==> src/rtl/pwr_ctl_pkg.sv <==
package pwr_ctl_pkg;

  localparam logic [3:0] A_PWR      = 4'h0;
  localparam logic [3:0] A_PWR_PRE  = 4'h1;
  localparam logic [3:0] A_PWR_POST = 4'h2;
  localparam logic [3:0] A_PER      = 4'h3;
  localparam logic [3:0] A_PER_PRE  = 4'h4;
  localparam logic [3:0] A_PER_POST = 4'h5;

  localparam logic [7:0] K_PWR_PRE  = 8'h01;
  localparam logic [7:0] K_PWR_POST = 8'hF4;
  localparam logic [7:0] K_PER_PRE  = 8'h76;
  localparam logic [7:0] K_PER_POST = 8'hB1;

  localparam int PWR_W    = 8;
  localparam int SPI_BIT  = 2;
  localparam int UART_BIT = 5;
  localparam int PWM_BIT  = 8;
  localparam int PER_W    = PWM_BIT + 1;

  localparam logic [PWR_W-1:0] PWR_RST = 8'h7B;
  localparam logic [PER_W-1:0] PER_MASK =
    PER_W'((1 << SPI_BIT) | (1 << UART_BIT) | (1 << PWM_BIT));

  typedef enum logic [2:0] {
    SEQ_IDLE, SEQ_ARM_PWR, SEQ_PEND_PWR, SEQ_ARM_PER, SEQ_PEND_PER
  } seq_e;

  // Apply the domain shutdown ordering to a written power value.
  function automatic logic [PWR_W-1:0] legalize_pwr(logic [PWR_W-1:0] w);
    logic [PWR_W-1:0] r;
    r = {1'b0, w[6:0]};
    if (!w[5] && (w[4] || w[3])) r[5] = 1'b1;
    if (!w[4] && w[3])           r[4] = 1'b1;
    return r;
  endfunction

  // Core clock in kHz for a divide select value.
  function automatic int unsigned core_khz(logic [2:0] sel);
    return 32'd10240 >> sel;
  endfunction

endpackage

==> src/rtl/pwr_key_seq.sv <==
module pwr_key_seq
  import pwr_ctl_pkg::*;
#(
  parameter int ADDR_W = 4,
  parameter int DATA_W = 16
) (
  input  logic              clk,
  input  logic              rst_n,
  input  logic              we,
  input  logic [ADDR_W-1:0] addr,
  input  logic [DATA_W-1:0] wdata,
  output logic              pwr_commit,
  output logic              per_commit,
  output logic [DATA_W-1:0] pend_val
);

  seq_e st_q, st_d;
  logic [DATA_W-1:0] pend_q;

  logic hit_pwr_pre, hit_pwr_post, hit_per_pre, hit_per_post;
  logic to_pwr, to_per;

  assign hit_pwr_pre  = we && addr == ADDR_W'(A_PWR_PRE)  && wdata == DATA_W'(K_PWR_PRE);
  assign hit_pwr_post = we && addr == ADDR_W'(A_PWR_POST) && wdata == DATA_W'(K_PWR_POST);
  assign hit_per_pre  = we && addr == ADDR_W'(A_PER_PRE)  && wdata == DATA_W'(K_PER_PRE);
  assign hit_per_post = we && addr == ADDR_W'(A_PER_POST) && wdata == DATA_W'(K_PER_POST);
  assign to_pwr = we && st_q == SEQ_ARM_PWR && addr == ADDR_W'(A_PWR);
  assign to_per = we && st_q == SEQ_ARM_PER && addr == ADDR_W'(A_PER);

  assign pwr_commit = st_q == SEQ_PEND_PWR && hit_pwr_post;
  assign per_commit = st_q == SEQ_PEND_PER && hit_per_post;
  assign pend_val   = pend_q;

  always_comb begin
    st_d = st_q;
    if (we) begin
      if (hit_pwr_pre)      st_d = SEQ_ARM_PWR;
      else if (hit_per_pre) st_d = SEQ_ARM_PER;
      else if (to_pwr)      st_d = SEQ_PEND_PWR;
      else if (to_per)      st_d = SEQ_PEND_PER;
      else                  st_d = SEQ_IDLE;
    end
  end

  always_ff @(posedge clk or negedge rst_n) begin
    if (!rst_n) begin
      st_q   <= SEQ_IDLE;
      pend_q <= '0;
    end else begin
      st_q <= st_d;
      if (to_pwr || to_per) pend_q <= wdata;
    end
  end

  assert_one_commit_R4: assert property (@(posedge clk) disable iff (!rst_n)
    $onehot0({pwr_commit, per_commit}));

  assert_read_keeps_seq_R10: assert property (@(posedge clk) disable iff (!rst_n)
    !we |=> st_q == $past(st_q));

endmodule

==> src/rtl/pwr_main_reg.sv <==
module pwr_main_reg
  import pwr_ctl_pkg::*;
(
  input  logic             clk,
  input  logic             rst_n,
  input  logic             commit,
  input  logic [PWR_W-1:0] val,
  input  logic             wake,
  output logic [PWR_W-1:0] q
);

  logic [PWR_W-1:0] d;

  always_comb begin
    d = q;
    if (commit) d = legalize_pwr(val);
    if (wake)   d[5:3] = 3'b111;
  end

  always_ff @(posedge clk or negedge rst_n) begin
    if (!rst_n) q <= PWR_RST;
    else        q <= d;
  end

  assert_keyed_change_R3: assert property (@(posedge clk) disable iff (!rst_n)
    !$stable(q) |-> $past(commit || wake));

  assert_pll_order_R7: assert property (@(posedge clk) disable iff (!rst_n)
    !q[5] |-> (!q[4] && !q[3]));

  assert_per_order_R8: assert property (@(posedge clk) disable iff (!rst_n)
    !q[4] |-> !q[3]);

  assert_wake_sets_R9: assert property (@(posedge clk) disable iff (!rst_n)
    wake |=> q[5:3] == 3'b111);

  assert_reserved_zero_R6: assert property (@(posedge clk) disable iff (!rst_n)
    !q[7]);

endmodule

==> src/rtl/pwr_per_reg.sv <==
module pwr_per_reg
  import pwr_ctl_pkg::*;
#(
  parameter int DATA_W = 16
) (
  input  logic              clk,
  input  logic              rst_n,
  input  logic              commit,
  input  logic [DATA_W-1:0] val,
  output logic [DATA_W-1:0] q
);

  localparam logic [DATA_W-1:0] MASK = DATA_W'(PER_MASK);

  always_ff @(posedge clk or negedge rst_n) begin
    if (!rst_n)      q <= MASK;
    else if (commit) q <= val & MASK;
  end

  assert_per_keyed_R5: assert property (@(posedge clk) disable iff (!rst_n)
    !$stable(q) |-> $past(commit));

  assert_per_mask_R11: assert property (@(posedge clk) disable iff (!rst_n)
    (q & ~MASK) == '0);

endmodule

==> src/rtl/pwr_key_regs.sv <==
module pwr_key_regs
  import pwr_ctl_pkg::*;
#(
  parameter int ADDR_W = 4,
  parameter int DATA_W = 16
) (
  input  logic              clk,
  input  logic              rst_n,
  input  logic [ADDR_W-1:0] bus_addr,
  input  logic [DATA_W-1:0] bus_wdata,
  input  logic              bus_we,
  input  logic              bus_re,
  output logic [DATA_W-1:0] bus_rdata,
  input  logic              wake,
  output logic              xtal_en,
  output logic              pll_en,
  output logic              periph_en,
  output logic              core_en,
  output logic [2:0]        core_div,
  output logic              spi_en,
  output logic              uart_en,
  output logic              pwm_en
);

  logic              pwr_commit, per_commit;
  logic [DATA_W-1:0] pend_val;
  logic [PWR_W-1:0]  pwr_q;
  logic [DATA_W-1:0] per_q;

  pwr_key_seq #(.ADDR_W(ADDR_W), .DATA_W(DATA_W)) u_seq (
    .clk(clk), .rst_n(rst_n), .we(bus_we), .addr(bus_addr), .wdata(bus_wdata),
    .pwr_commit(pwr_commit), .per_commit(per_commit), .pend_val(pend_val)
  );

  pwr_main_reg u_pwr (
    .clk(clk), .rst_n(rst_n), .commit(pwr_commit), .val(pend_val[PWR_W-1:0]),
    .wake(wake), .q(pwr_q)
  );

  pwr_per_reg #(.DATA_W(DATA_W)) u_per (
    .clk(clk), .rst_n(rst_n), .commit(per_commit), .val(pend_val), .q(per_q)
  );

  assign xtal_en   = pwr_q[6];
  assign pll_en    = pwr_q[5];
  assign periph_en = pwr_q[4];
  assign core_en   = pwr_q[3];
  assign core_div  = pwr_q[2:0];
  assign spi_en    = per_q[SPI_BIT];
  assign uart_en   = per_q[UART_BIT];
  assign pwm_en    = per_q[PWM_BIT];

  always_comb begin
    bus_rdata = '0;
    if (bus_re) begin
      if (bus_addr == ADDR_W'(A_PWR))      bus_rdata = DATA_W'(pwr_q);
      else if (bus_addr == ADDR_W'(A_PER)) bus_rdata = per_q;
    end
  end

  assert_idle_read_zero_R10: assert property (@(posedge clk) disable iff (!rst_n)
    !bus_re |-> bus_rdata == '0);

endmodule

==> config.mk <==
export PLATFORM = sky130hd
export DESIGN_NAME = pwr_key_regs
export DESIGN_NICKNAME = d
export VERILOG_FILES = /design/src/rtl/pwr_ctl_pkg.sv /design/src/rtl/pwr_key_seq.sv /design/src/rtl/pwr_main_reg.sv /design/src/rtl/pwr_per_reg.sv /design/src/rtl/pwr_key_regs.sv
export SDC_FILE = /design/constraint.sdc
export NUM_CORES = 1
export LEC_CHECK = 0
export BUFFER_PORTS_ARGS = -buffer_cell sky130_fd_sc_hd__clkbuf_2
export CORE_MARGIN = 5
export CORE_UTILIZATION = 49
export CTS_BUF_LIST = sky130_fd_sc_hd__clkbuf_8
export DETAILED_ROUTE_END_ITERATION = 16
export PLACE_DENSITY = 0.79
export RECOVER_POWER = 100
export SYNTH_ARGS = -nofsm -noshare
export SYNTH_HDL_FRONTEND = slang
export SYNTH_HIERARCHICAL = 1
export SYNTH_SLANG_ARGS = --single-unit
==> constraint.sdc <==
create_clock -name clk -period 1.6 [get_ports clk]
set_clock_uncertainty 0.05 [all_clocks]
set_input_delay 0.16 -clock clk [delete_from_list [all_inputs] [get_ports clk]]
set_output_delay 0.16 -clock clk [all_outputs]
set_load 0.1 [all_outputs]
==> results.md, run 1 <==
* Status: finished with violations
* Failing checks: slew limit, setup timing
* Hold path cells at 2
* Critical Path RT at 1.39 ns
* Drt pass-1 iters at 4
* Root buffer cell: clkbuf_8
* Setup TNS at -2.58 ns
* Worst setup EP type: output port
* Final Non-Filler Cells at 233
* Final wirelength at 3840 um
* N_diodes at 0
* Avg WL per Cell at 16.5 um
* Routed Antenna Nets at 0
* Placed cell areas at 2160 um^2
* Sw Share at 0.271
* CP bufs+invs at 1
* Slew HR at -0.886
* RSZ-0062 raised after global routing: true
* Placer Congestion at 0.879
* Worst-path cell chain: or3b_4 -> a21oi_4 -> buf_12
* # setup viols final at 16
* Critical path type: reg2out
* Max capacitance violation total at 0
* Setup ws final at -0.214 ns
* Syn. warnings at 6
* Via-to-Cell Ratio at 5.43
* Initial Util at 0.516
* Die Height at 64.1 um
* Pins Over Slew Limit at 8
* Crit Reg-Reg Startpoint: u_seq/st_q[2]
* Longest Clk Path Bufs at 2
* H-tree Lvls at 1
* Die width at 64.1 um
* Crit-path leading delay family: flip-flops
* Hold Vio Cnt, Final at 0
* Pre-CTS WS at -0.452 ns
* Num CTS Buffers at 3
* Fillers at 174
* Vias in the first global route at 1370
* # DRC at 0
* Area of the multi-input gates at 901 um^2
* Min-delay src: wake
* Area grow syn2layout at 56.9%
* Row cnt at 19
* Placed Cells at 225
* HP Class: in2reg
* Worst-path clk slew at 0.07 ns
* Synth Cell Area at 1440 um^2
* Initial antenna violation count at 0
* NumNets Final at 228
* Comb pwr share at 0.192
* Die area at 4110 um^2
* F_max at 551 MHz
* Io pins at 51
* Worst-case reg-to-reg path depth at 5
* Critical path's slowest cell: dfstp_4
* TritonCTS Sinks at 21
* GRT overflow at 0
* VDD IR max at 551 uV
* Fin area at 2250 um^2
* First-pass GRT wire length at 6460 um
* CTS tree: done
* Seq. cell area at 564 um^2
* DRT iter0 DRCs at 80
* Core Region at 2780 um^2
* Crit path from: u_pwr/q[1]
* Power per cell area at 476 nW/um^2
* Core Util, Final at 0.810
* Vias post-DR at 1265
* Number of buffers added on ports at 42
* Period utilisation layout at 1.13
* DP Wirelength at 3070 um
* Sequential power share at 0.495
* Fraction of layout cells with a size suffix above 1 at 0.609
* Largest net degree at the start of global routing at 22
* P_leak at 0.984 nW
* Startpoint Class: flip-flop
* Crit path largest cell delay at 0.62 ns
* Internal power at 0.000782 W
* Cells after synthesis at 136
* WP data arrival at 1.60 ns
* Clk_lat worst skew at 0.25 ns
* Post-Syn Area per Cell at 10.6 um^2
* Minimum clock period at 1.81 ns
* GRT Overall Usage at 0.196
* NetSw at 0.000290 W
* Worst-path fanout max at 2
* Clk network pwr share at 0.313
* Worst path depth at 3
* Measured slew at the worst slew-check pin at 2.81 ns
path summary, 6_finish.rpt:
path	to	slack [ns]
setup / recovery	bus_rdata[1]	-0.21
hold / removal	u_pwr/q[3]	0.09
min in group asynchronous	u_seq/pend_val[5]	0.35
setup reg to reg	u_pwr/q[2]	-0.18
max in group asynchronous	u_pwr/q[2]	0.78
hold reg to reg	u_seq/pend_val[8]	0.47
worst register-to-register path, delay by kind of cell (launching register included):
| family | cells | cell delay [ns] |
|---|---|---|
| buffers and inverters | 1 | 0.18 |
| flip-flops | 1 | 0.42 |
| AND/OR/NAND/NOR | 3 | 0.73 |
| multiplexers | 1 | 0.29 |
per-stage QoR:
| stage | hold WS [ns] | total power, W |
|---|---|---|
| 2_1_floorplan | -0.186 | 0.000664 |
| 3_3_place_gp | 0.0928 | 0.000733 |
| 3_5_place_dp | 0.106 | 0.000740 |
| 4_1_cts | 0.0818 | 0.00108 |
| 5_1_grt | 0.0778 | 0.00113 |
| 6_report | 0.0889 | 0.00107 |
power by group through the flow:
stage | clock, W | combinational [W] | sequential, W
2_1_floorplan | 0 | 0.000124 | 0.000540
3_3_place_gp | 0 | 0.000193 | 0.000540
3_5_place_dp | 0 | 0.000200 | 0.000540
4_1_cts | 0.000350 | 0.000203 | 0.000530
5_1_grt | 0.000379 | 0.000224 | 0.000530
6_report | 0.000335 | 0.000206 | 0.000530
metal layers:
layer	up-vias	part of all wire	track usage
li1	594	-	-
met1	624	0.39	0.229
met2	45	0.53	0.347
met3	2	0.080	0.0508
met4	0	0.0023	0.0636
met5	-	0	0
registers in the layout (all words and copies together), names as in the netlist:
| name | flops |
|---|---|
| u_pwr/q | 7 |
| u_seq/st_q | 3 |
| u_per/q | 3 |
| u_seq/pend_val | 8 |
area by class of cell:
class | instances | share of cell area
inverter | 9 | 0.0150
clock inverter | 1 | 0.00222
sequential | 21 | 0.250
timing repair buffer | 70 | 0.297
tap | 31 | 0.0172
multi-input combinational | 98 | 0.400
clock buffer | 3 | 0.0183
what timing repair did:
action                     in CTS  in global routing
setup endpoints to repair      17                 18
hold endpoints to repair       12                  0
gates cloned                    0                  0
setup buffers                   2                  1
gates resized for setup         5                  5
pin swaps                       2                  1
hold buffers                    1                  0
placed cells by master, fill, tap and decap left out, types with 2 or more instances in the layout:
| cell type | n |
|---|---|
| nor3_4 | 2 |
| nand4b_1 | 2 |
| buf_6 | 3 |
| a21oi_4 | 7 |
| or3b_4 | 8 |
| clkbuf_2 | 23 |
| mux2_2 | 5 |
| nand4_1 | 2 |
| dfstp_4 | 7 |
| nand2b_1 | 2 |
| nor3b_1 | 2 |
| a211o_1 | 2 |
| dfstp_2 | 2 |
| nor4_1 | 2 |
| conb_1 | 14 |
| or3b_1 | 2 |
| nand3b_1 | 3 |
| nor4_4 | 3 |
| nor3_1 | 8 |
| inv_1 | 8 |
| buf_12 | 15 |
| clkbuf_8 | 3 |
| nand3_1 | 9 |
| buf_4 | 28 |
| nor2_1 | 2 |
| mux2_4 | 10 |
| dfrtp_1 | 11 |
Power figures use the tool's default switching activity.
==> run 2, diff against run 1 <==
--- a/config.mk
+++ b/config.mk
@@ -9,9 +9,11 @@
 export CORE_MARGIN = 5
 export CORE_UTILIZATION = 49
 export CTS_BUF_LIST = sky130_fd_sc_hd__clkbuf_8
+export CTS_CLUSTER_SIZE = 8
 export DETAILED_ROUTE_END_ITERATION = 16
 export PLACE_DENSITY = 0.79
 export RECOVER_POWER = 100
+export REMOVE_ABC_BUFFERS = 1
 export SYNTH_ARGS = -nofsm -noshare
 export SYNTH_HDL_FRONTEND = slang
 export SYNTH_HIERARCHICAL = 1
==> run 2 against run 1 <==
Compared with the run above:
- maximum frequency decreased by 3.8%
- total power increased by 4.1%
- final cell count increased by 6.9%
- non-clock buffer count increased by 16
- clock power increased by 6.6%
- highest routed layer unchanged
- the run still ends with slew limit, setup timing left
- hold slack about the same
- combinational power increased by 10%
- critical path depth increased by 6
- sequential share of layout area decreased by 1.7 points
==> results.md, run 2 (synthesis gave the netlist of run 1 again) <==
* Measured slew at the worst slew-check pin at 2.80 ns (-0.00371 ns)
* Initial Util at 0.516 (unchanged)
* CTS tree: done
* Fillers at 163 (-6.3%)
* Critical path type: in2reg
* Crit Reg-Reg Startpoint: u_seq/st_q[0]
* Power per cell area at 485 nW/um^2 (+1.9%)
* N_diodes at 0 (unchanged)
* # DRC at 0 (unchanged)
* Vias in the first global route at 1580 (+15%)
* Via-to-Cell Ratio at 5.96 (+9.7%)
* P_leak at 1.03 nW (+5.0%)
* Die Height at 64.1 um (unchanged)
* Most common cell after layout, fill and taps aside: buf_4
* Number of buffers added on ports at 42 (unchanged)
* Crit path from: bus_wdata[10]
* # setup viols final at 21 (+5)
* VDD IR max at 660 uV (+20%)
* Vias post-DR at 1483 (+17%)
* Final wirelength at 5260 um (+37%)
* Final Non-Filler Cells at 249 (+6.9%)
* Slew HR at -0.883 (+0.00249)
* Fraction of layout cells with a size suffix above 1 at 0.638 (+0.0287)
* Root buffer cell: clkbuf_8
* Worst setup EP type: flip-flop
* Setup ws final at -0.286 ns (-0.0722 ns)
* Routed Antenna Nets at 0 (unchanged)
* Longest Clk Path Bufs at 2 (unchanged)
* NumNets Final at 244 (+7.0%)
* DRT iter0 DRCs at 82 (+2.5%)
* Die area at 4110 um^2 (unchanged)
* GRT Overall Usage at 0.241 (+0.0449)
* First-pass GRT wire length at 7800 um (+21%)
* F_max at 530 MHz (-3.8%)
* H-tree Lvls at 1 (unchanged)
* Hold Vio Cnt, Final at 0 (unchanged)
* Status: finished with violations
* Area grow syn2layout at 60.3%
* Placed cell areas at 1890 um^2 (-12%)
* WP data arrival at 2.02 ns (+0.42 ns)
* Placer Congestion at 0.938 (+6.7%)
* Max reg flops at 8 (unchanged)
* Avg WL per Cell at 21.1 um (+28%)
* HP Class: in2reg
* Largest net degree at the start of global routing at 22 (unchanged)
* Num CTS Buffers at 3 (unchanged)
* RSZ-0062 raised after global routing: true
* Pins Over Slew Limit at 8 (unchanged)
* DP Wirelength at 2820 um (-8.1%)
* Placed Cells at 225 (unchanged)
* Most frequent cells in the layout: 38 x buf_4, 23 x clkbuf_2, 14 x conb_1, 12 x dfrtp_1
* Worst-path fanout max at 8 (+6)
* Io pins at 51 (unchanged)
* Clk_lat worst skew at 0.27 ns (+0.02 ns)
* Seq. cell area at 537 um^2 (-4.9%)
* Max capacitance violation total at 0 (unchanged)
* Core Region at 2780 um^2 (unchanged)
* Failing checks: slew limit, setup timing
* Period utilisation layout at 1.18 (+0.0451)
* Initial antenna violation count at 0 (unchanged)
* GRT overflow at 0 (unchanged)
* Min-delay src: bus_wdata[8]
* Area of the multi-input gates at 941 um^2 (+4.4%)
* TritonCTS Sinks at 21 (unchanged)
* Row cnt at 19 (unchanged)
* Critical Path RT at 1.73 ns (+0.34 ns)
* Die width at 64.1 um (unchanged)
* Startpoint Class: input pin
* Worst-path clk slew at 0.08 ns (about the same)
* Drt pass-1 iters at 5 (+1)
* Minimum clock period at 1.89 ns (+0.0722 ns)
* Fin area at 2300 um^2 (+2.2%)
run 2: cell types whose count changed in the layout (fill, tap and decap cells not counted), sizes merged:
| cell | delta |
|---|---|
| clkbuf | +9 |
| inv | +1 |
| clkinv | -1 |
| buf | +7 |
run 2: critical path, stage by stage:
cell and delay, ns:
buf_8 0.10, nor4_4 0.29, nand4_1 0.19, or3b_4 0.44, nor4_4 0.31, buf_6 0.19, buf_6 0.10, nor2_1 0.04
o21bai_1 0.19
run 2: repair_timing:
item,4_1_cts,5_1_grt
buffers inserted,19,3
pin swaps,9,5
hold buffers,1,0
endpoints found under the setup margin,17,27
endpoints found under the hold margin,12,0
resized for setup,31,20
run 2: cell type report:
class | instances | share of cell area
flip-flops and latches | 21 | 0.233
well taps | 31 | 0.0168
repair buffers | 86 | 0.307
multi-input cells | 98 | 0.409
clock buffers | 3 | 0.0179
clock inverters | 1 | 0.00163
inverters | 9 | 0.0147
run 2: final timing paths:
kind                                          end  slack (ns)  cells past startpoint
worst max-delay path                   u_pwr/q[5]       -0.29                      9
worst min-delay path            u_seq/pend_val[8]        0.09                      2
worst max register to register         u_pwr/q[5]       -0.21                      6
worst min register to register         u_pwr/q[6]        0.48                      1
max in group asynchronous           u_seq/st_q[1]        0.17                      2
min in group asynchronous       u_seq/pend_val[5]        0.62                      2
run 2: report_power, final:
part	leakage [nW]	internal (W)	total, W	switching, W
logic	0.745	0.0000868	0.000227	0.000140
clock network	0.0269	0.000172	0.000357	0.000186
registers	0.261	0.000531	0.000531	0.000000000865
total	1.03	0.000790	0.00112	0.000326
run 2: per-layer routing:
metal,share of wire,up-vias,track usage
met5,0,-,0
met2,0.49,116,0.454
met1,0.36,704,0.267
li1,-,628,-
met4,0.052,0,0.0916
met3,0.098,35,0.0385
run 2: stage by stage:
step                hold WS, ns  utilization  total power [W]  setup slack, ns  TNS [ns]
finish                   0.0891        0.828          0.00112           -0.286     -3.16
floorplan                -0.186            -         0.000613            -1.52    -16.02
global placement         0.0970        0.679         0.000709           -0.481     -4.18
CTS                      0.0874        0.800          0.00108           -0.174     -2.39
global route              0.101        0.828          0.00116           -0.332     -3.87
detailed placement       0.0982        0.679         0.000714           -0.539     -4.86
